--- src/rtl/ccr_pkg.sv ---
package ccr_pkg;
  typedef enum logic [1:0] {
    CCR_OFF     = 2'b00,
    CCR_CAP     = 2'b01,
    CCR_CMP_IRQ = 2'b10,
    CCR_CMP_TGL = 2'b11
  } ccr_mode_e;

  typedef enum logic [1:0] {
    TRIG_NONE = 2'b00,
    TRIG_RISE = 2'b01,
    TRIG_FALL = 2'b10,
    TRIG_ANY  = 2'b11
  } ccr_trig_e;
endpackage

--- src/rtl/ccr_edge_sync.sv ---
module ccr_edge_sync #(
  parameter int SYNC_STAGES = 2
) (
  input  logic       clk,
  input  logic       rst_n,
  input  logic       pin_i,
  input  logic       clr_i,
  input  logic [1:0] trig_i,
  output logic       evt_o
);
  localparam int DEPTH = SYNC_STAGES + 1;

  // sh[0..SYNC_STAGES-1] synchroniser, sh[SYNC_STAGES] history for edge detection
  logic [DEPTH-1:0] sh;
  logic             rise, fall;

  always_ff @(posedge clk) begin
    if (!rst_n) begin
      sh <= '0;
    end else if (clr_i) begin
      // flush: every stage takes the latest sample, so no transition remains in flight
      sh <= {DEPTH{sh[0]}};
    end else begin
      sh <= {sh[DEPTH-2:0], pin_i};
    end
  end

  assign rise  = sh[SYNC_STAGES-1] & ~sh[SYNC_STAGES];
  assign fall  = ~sh[SYNC_STAGES-1] & sh[SYNC_STAGES];
  assign evt_o = ~clr_i & ((trig_i[0] & rise) | (trig_i[1] & fall));
endmodule

--- src/rtl/ccr_match.sv ---
module ccr_match #(
  parameter int W = 16
) (
  input  logic         clk,
  input  logic         rst_n,
  input  logic [W-1:0] cnt_i,
  input  logic [W-1:0] ref_i,
  output logic         hit_o
);
  logic [W-1:0] cnt_prev;

  always_ff @(posedge clk) begin
    if (!rst_n) cnt_prev <= '0;
    else        cnt_prev <= cnt_i;
  end

  // fire only on arrival at the reference, never while parked on it
  assign hit_o = (cnt_i == ref_i) && (cnt_i != cnt_prev);
endmodule

--- src/rtl/ccr_channel.sv ---
module ccr_channel #(
  parameter int W           = 16,
  parameter int SYNC_STAGES = 2
) (
  input  logic         clk,
  input  logic         rst_n,
  input  logic         cfg_we,
  input  logic [1:0]   cfg_mode,
  input  logic [1:0]   cfg_edge,
  input  logic         cfg_tsel,
  input  logic         val_we,
  input  logic [W-1:0] val_wdata,
  output logic [W-1:0] val_rdata,
  input  logic [W-1:0] tmr_a,
  input  logic [W-1:0] tmr_b,
  input  logic         cap_pin,
  output logic         cmp_pin,
  output logic         irq
);
  import ccr_pkg::*;

  localparam int NUM_TB = 2;

  ccr_mode_e    mode_q;
  logic [1:0]   trig_q;
  logic         tsel_q;
  logic [W-1:0] val_q;
  logic         pin_q;
  logic         irq_q;

  logic [W-1:0] tb_bus [NUM_TB];
  logic [W-1:0] sel_cnt;
  logic         tsel_chg;
  logic         edge_evt;
  logic         cmp_hit;
  logic         cap_fire;
  logic         cmp_fire;

  assign tb_bus[0] = tmr_a;
  assign tb_bus[1] = tmr_b;
  assign sel_cnt   = tb_bus[tsel_q];
  assign tsel_chg  = cfg_we && (cfg_tsel != tsel_q);

  ccr_edge_sync #(.SYNC_STAGES(SYNC_STAGES)) u_sync (
    .clk    (clk),
    .rst_n  (rst_n),
    .pin_i  (cap_pin),
    .clr_i  (tsel_chg),
    .trig_i (trig_q),
    .evt_o  (edge_evt)
  );

  ccr_match #(.W(W)) u_match (
    .clk   (clk),
    .rst_n (rst_n),
    .cnt_i (sel_cnt),
    .ref_i (val_q),
    .hit_o (cmp_hit)
  );

  assign cap_fire = (mode_q == CCR_CAP) && edge_evt;
  assign cmp_fire = mode_q[1] && cmp_hit;

  always_ff @(posedge clk) begin
    if (!rst_n) begin
      mode_q <= CCR_OFF;
      trig_q <= TRIG_NONE;
      tsel_q <= 1'b0;
    end else if (cfg_we) begin
      mode_q <= ccr_mode_e'(cfg_mode);
      trig_q <= cfg_edge;
      tsel_q <= cfg_tsel;
    end
  end

  always_ff @(posedge clk) begin
    if (!rst_n) begin
      val_q <= '0;
    end else if (cap_fire) begin
      val_q <= sel_cnt;
    end else if (val_we) begin
      val_q <= val_wdata;
    end
  end

  always_ff @(posedge clk) begin
    if (!rst_n) begin
      irq_q <= 1'b0;
      pin_q <= 1'b0;
    end else begin
      irq_q <= cap_fire | cmp_fire;
      if (cmp_fire && (mode_q == CCR_CMP_TGL)) pin_q <= ~pin_q;
    end
  end

  assign val_rdata = val_q;
  assign cmp_pin   = pin_q;
  assign irq       = irq_q;
endmodule

--- config.mk ---
export PLATFORM = sky130hd
export DESIGN_NAME = ccr_channel
export DESIGN_NICKNAME = d
export VERILOG_FILES = /design/src/rtl/ccr_pkg.sv /design/src/rtl/ccr_edge_sync.sv /design/src/rtl/ccr_match.sv /design/src/rtl/ccr_channel.sv
export SDC_FILE = /design/constraint.sdc
export NUM_CORES = 1
export LEC_CHECK = 0
export ABC_AREA = 1
export BUFFER_PORTS_ARGS = -buffer_cell sky130_fd_sc_hd__clkbuf_2
export CAP_MARGIN = 20
export CORE_ASPECT_RATIO = 2
export CORE_MARGIN = 2
export CORE_UTILIZATION = 40
export DETAILED_ROUTE_END_ITERATION = 6
export PLACE_DENSITY = 0.61
export RECOVER_POWER = 100
export SLEW_MARGIN = 40
export SYNTH_ARGS = -nofsm -noshare
export SYNTH_HDL_FRONTEND = slang
export SYNTH_HIERARCHICAL = 1
export SYNTH_SLANG_ARGS = --single-unit
--- constraint.sdc ---
create_clock -name clk -period 2.6 [get_ports clk]
set_input_delay 0.65 -clock clk [delete_from_list [all_inputs] [get_ports clk]]
set_output_delay 0.65 -clock clk [all_outputs]
set_load 0.01 [all_outputs]
==> results by group <==
Timing
  – Unrepaired setup endpoints after global routing: false
  – Fin. max-slew vios: 0
  – Slew @ Worst Pin: roughly 1.1 ns
  – Period utilisation layout: between 70% and 80%
  – Total negative setup slack: 0 ns
  – Fin. Hold Viols: 0
  – Post-route minimum period: between 2 and 2.5 ns
  – Slew headroom: between 20% and 30%
  – Clk_skew: about 0.0032 ns
  – Final setup margin: 0.558 ns
  – Final setup viols: 0
  – Peak Freq: 490 MHz

Power
  – Sequential share of power: roughly 43%
  – Switching Fraction: around 29%
  – Combinational power share: 21.1%
  – Clk pwr share: approximately 36%
  – PwrDens: 525 nW/um2
  – Pleak: 1.89 nW
  – Pint: between 1 and 1.5 mW
  – VDD IR-drop max: 346 uV
  – NetSw: between 400 and 500 uW
  – Tot Pwr: around 1.7 mW

Synth
  – Area of the mapped netlist: between 2000 and 3000 um2
  – Leading area contributor after synthesis: dfxtp_1
  – Post-Synth Adder-Cell Area: 0%
  – Synth area leaders: dfxtp_1 (32%), nand2_1 (29%), inv_1 (14%)
  – Syn Inst Count: approximately 460
  – Post-synthesis mux area share: 0%
  – Synth Area in Compound Gates: a little under 6%
  – Top cell type's share of synthesized area: 31.9%
  – Yosys cell types: 20
  – Avg Synthesized Cell Area: around 5.7 um2
  – FF+latch count, synth: 42
  – Syn_nets: ~520
  – Yosys warns: 6
  – Seq/Total Area, Yosys: between 30% and 40%
  – Simple-gate area share of the yosys netlist: 38.4%
  – Largest family of logic cells by synthesized area: simple AND/OR/NAND/NOR gates
  – XOR/XNOR share of the synthesized area: under 10%

Clocking
  – CTS tree: yes
  – CTS root buffer: clkbuf_16
  – Clock sinks: 42
  – Clk Latency, worst-skew pair: about 0.28 ns
  – Clock buffer depth: 2
  – Htree depth: 2
  – CTS clk-pin slew, worst paths: approximately 0.06 ns
  – Post-CTS sizing: 0
  – CTS buffer count: 5
  – # hold bufs at CTS: 0
  – Postcts setup bufs: 0

Final layout
  – Antenna Cells: 0
  – Fill count: about 750
  – Non-Filler Instances: 621
  – Area grow syn2layout: 19.7%
  – Post-route cell area: ~3200 um2
  – Nets: around 590
  – Layout cells sized above 1: approximately 15%

Placement
  – # port buffers: 75
  – Routability cong.: 0.778
  – Dpl cell area: about 3000 um2
  – Placed insts: 614
  – Setup slack at placement: around 0.28 ns
  – Final HPWL DP: between 5 and 6 mm

Run status
  – Outcome: completed

Detailed routing
  – Antenna viol nets, final: 0
  – Initial DRC Count: 86
  – Drc violations: 0
  – Routed WL: 6.98 mm
  – Router iterations before antenna repair: 4
  – Vias per std cell: ~4.4
  – Routed vias: ~2.7k
  – Post-DR wirelength/cell: about 11 um

Setup path
  – Largest fanout on the critical path: 16
  – CP startpoint kind: flip-flop
  – Critical Path AT: about 2.2 ns
  – Crit path kind: flip-flop to flip-flop
  – Critical Path RT: approximately 2.8 ns
  – Crit. End Element: flip-flop

Min path
  – Worst Hold Class: flip-flop to flip-flop

Floorplanning
  – Row count: 41
  – Core ar.: ~6400 um2
  – Die area: ~7300 um2
  – I/O pin count: 76
  – Die W: around 61 um
  – Starting density of the core: around two fifths
  – Height of the die: ~120 um

GRT
  – Initial antenna violation count: 0
  – Pin count of the biggest net entering global routing: 34
  – Gr usage total: 21.1%
  – Global-route wire length before repair: 11.5 mm
  – GR Overflow Total: 0
  – Vias in the first global route: approximately 2.6k

Flow run
  – Max-cap violations: 0
-- cells by family after synthesis --
family                    after synthesis
xor gates and xnor gates               13
DFF                                    42
AOI/OAI and AO/OA                      29
and+or+nand+nor                       255
buffers and inverters                 122
-- routing by layer --
layer | GRT usage [%] | share of wire, % | up-vias
li1 | - | - | 1463
met1 | 21.9 | 38 | 1169
met2 | 38.6 | 56 | 64
met3 | 3.17 | 3.2 | 11
met4 | 9.44 | 3.2 | 0
met5 | 0 | 0 | -
-- cells in the mapped netlist --
cell / number
a21oi_1: 21
a21oi_2: 2
buf_2: 5
buf_4: 1
buf_6: 6
clkbuf_1: 1
clkinv_1: 1
dfxtp_1: 42
inv_1: 100
inv_2: 7
inv_4: 1
nand2_1: 206
nand2_2: 4
nand3_1: 17
nand3_4: 1
nor2_1: 26
nor2_4: 1
o21ai_0: 6
xnor2_1: 12
xor2_1: 1
-- flip-flops by register name (all words and copies together), names as in the netlist --
register,flops
cmp_pin,1
irq,1
mode_q,2
trig_q,2
tsel_q,1
u_match/cnt_prev,16
u_sync/sh,3
val_rdata,16
-- power groups by stage --
stage               clock network [mW]  registers (mW)  logic, mW
finish                           0.588           0.719      0.349
global route                     0.637           0.724      0.404
CTS                              0.608           0.720      0.360
detailed placement                   0           0.734      0.358
global placement                     0           0.732      0.353
floorplan                            0           0.732      0.239
-- worst paths after layout --
path	startpoint	end	slack, ns	cells past startpoint
max	tsel_q	val_rdata[5]	0.56	11
min	u_sync/sh[0]	u_sync/sh[1]	0.43	2
max reg2reg	tsel_q	val_rdata[5]	0.56	11
min reg2reg	u_sync/sh[0]	u_sync/sh[1]	0.43	2
-- placed cells by master, fill, tap and decap left out, types with 5 or more instances in the layout --
master     instances
a21oi_1           22
clkbuf_1          22
clkbuf_16          5
clkbuf_2          56
dfxtp_1           42
inv_1            100
inv_2              6
nand2_1          206
nand3_1           17
nor2_1            26
o21ai_0            6
xnor2_1           12
-- final cells by class --
cell class              count  area (um2)  area share [%]
clock buffers               7         133            4.21
flip-flops and latches     42         841            26.7
repair buffers             80         385            12.2
well taps                  86         108            3.42
inverters                 109         412            13.1
multi-input cells         297        1270            40.4
-- through the flow --
step           hold slack (ns)  util, %
2_1_floorplan            0.407        -
3_3_place_gp             0.421     47.9
3_5_place_dp             0.425     47.9
4_1_cts                  0.433     50.0
5_1_grt                  0.465     49.5
6_report                 0.431     49.5
-- critical path, cell delays in order (launching register included) --
cell and delay (ns):
dfxtp_1 0.40, buf_4 0.19, xnor2_1 0.12, nor2_1 0.07, clkinv_1 0.08, nand2_1 0.05, nor2_1 0.25, nand2_2 0.11
nor2_4 0.38, nand2_1 0.12, nand2_1 0.09, a21oi_1 0.06
No activity file was read; power rests on OpenSTA's default activity.
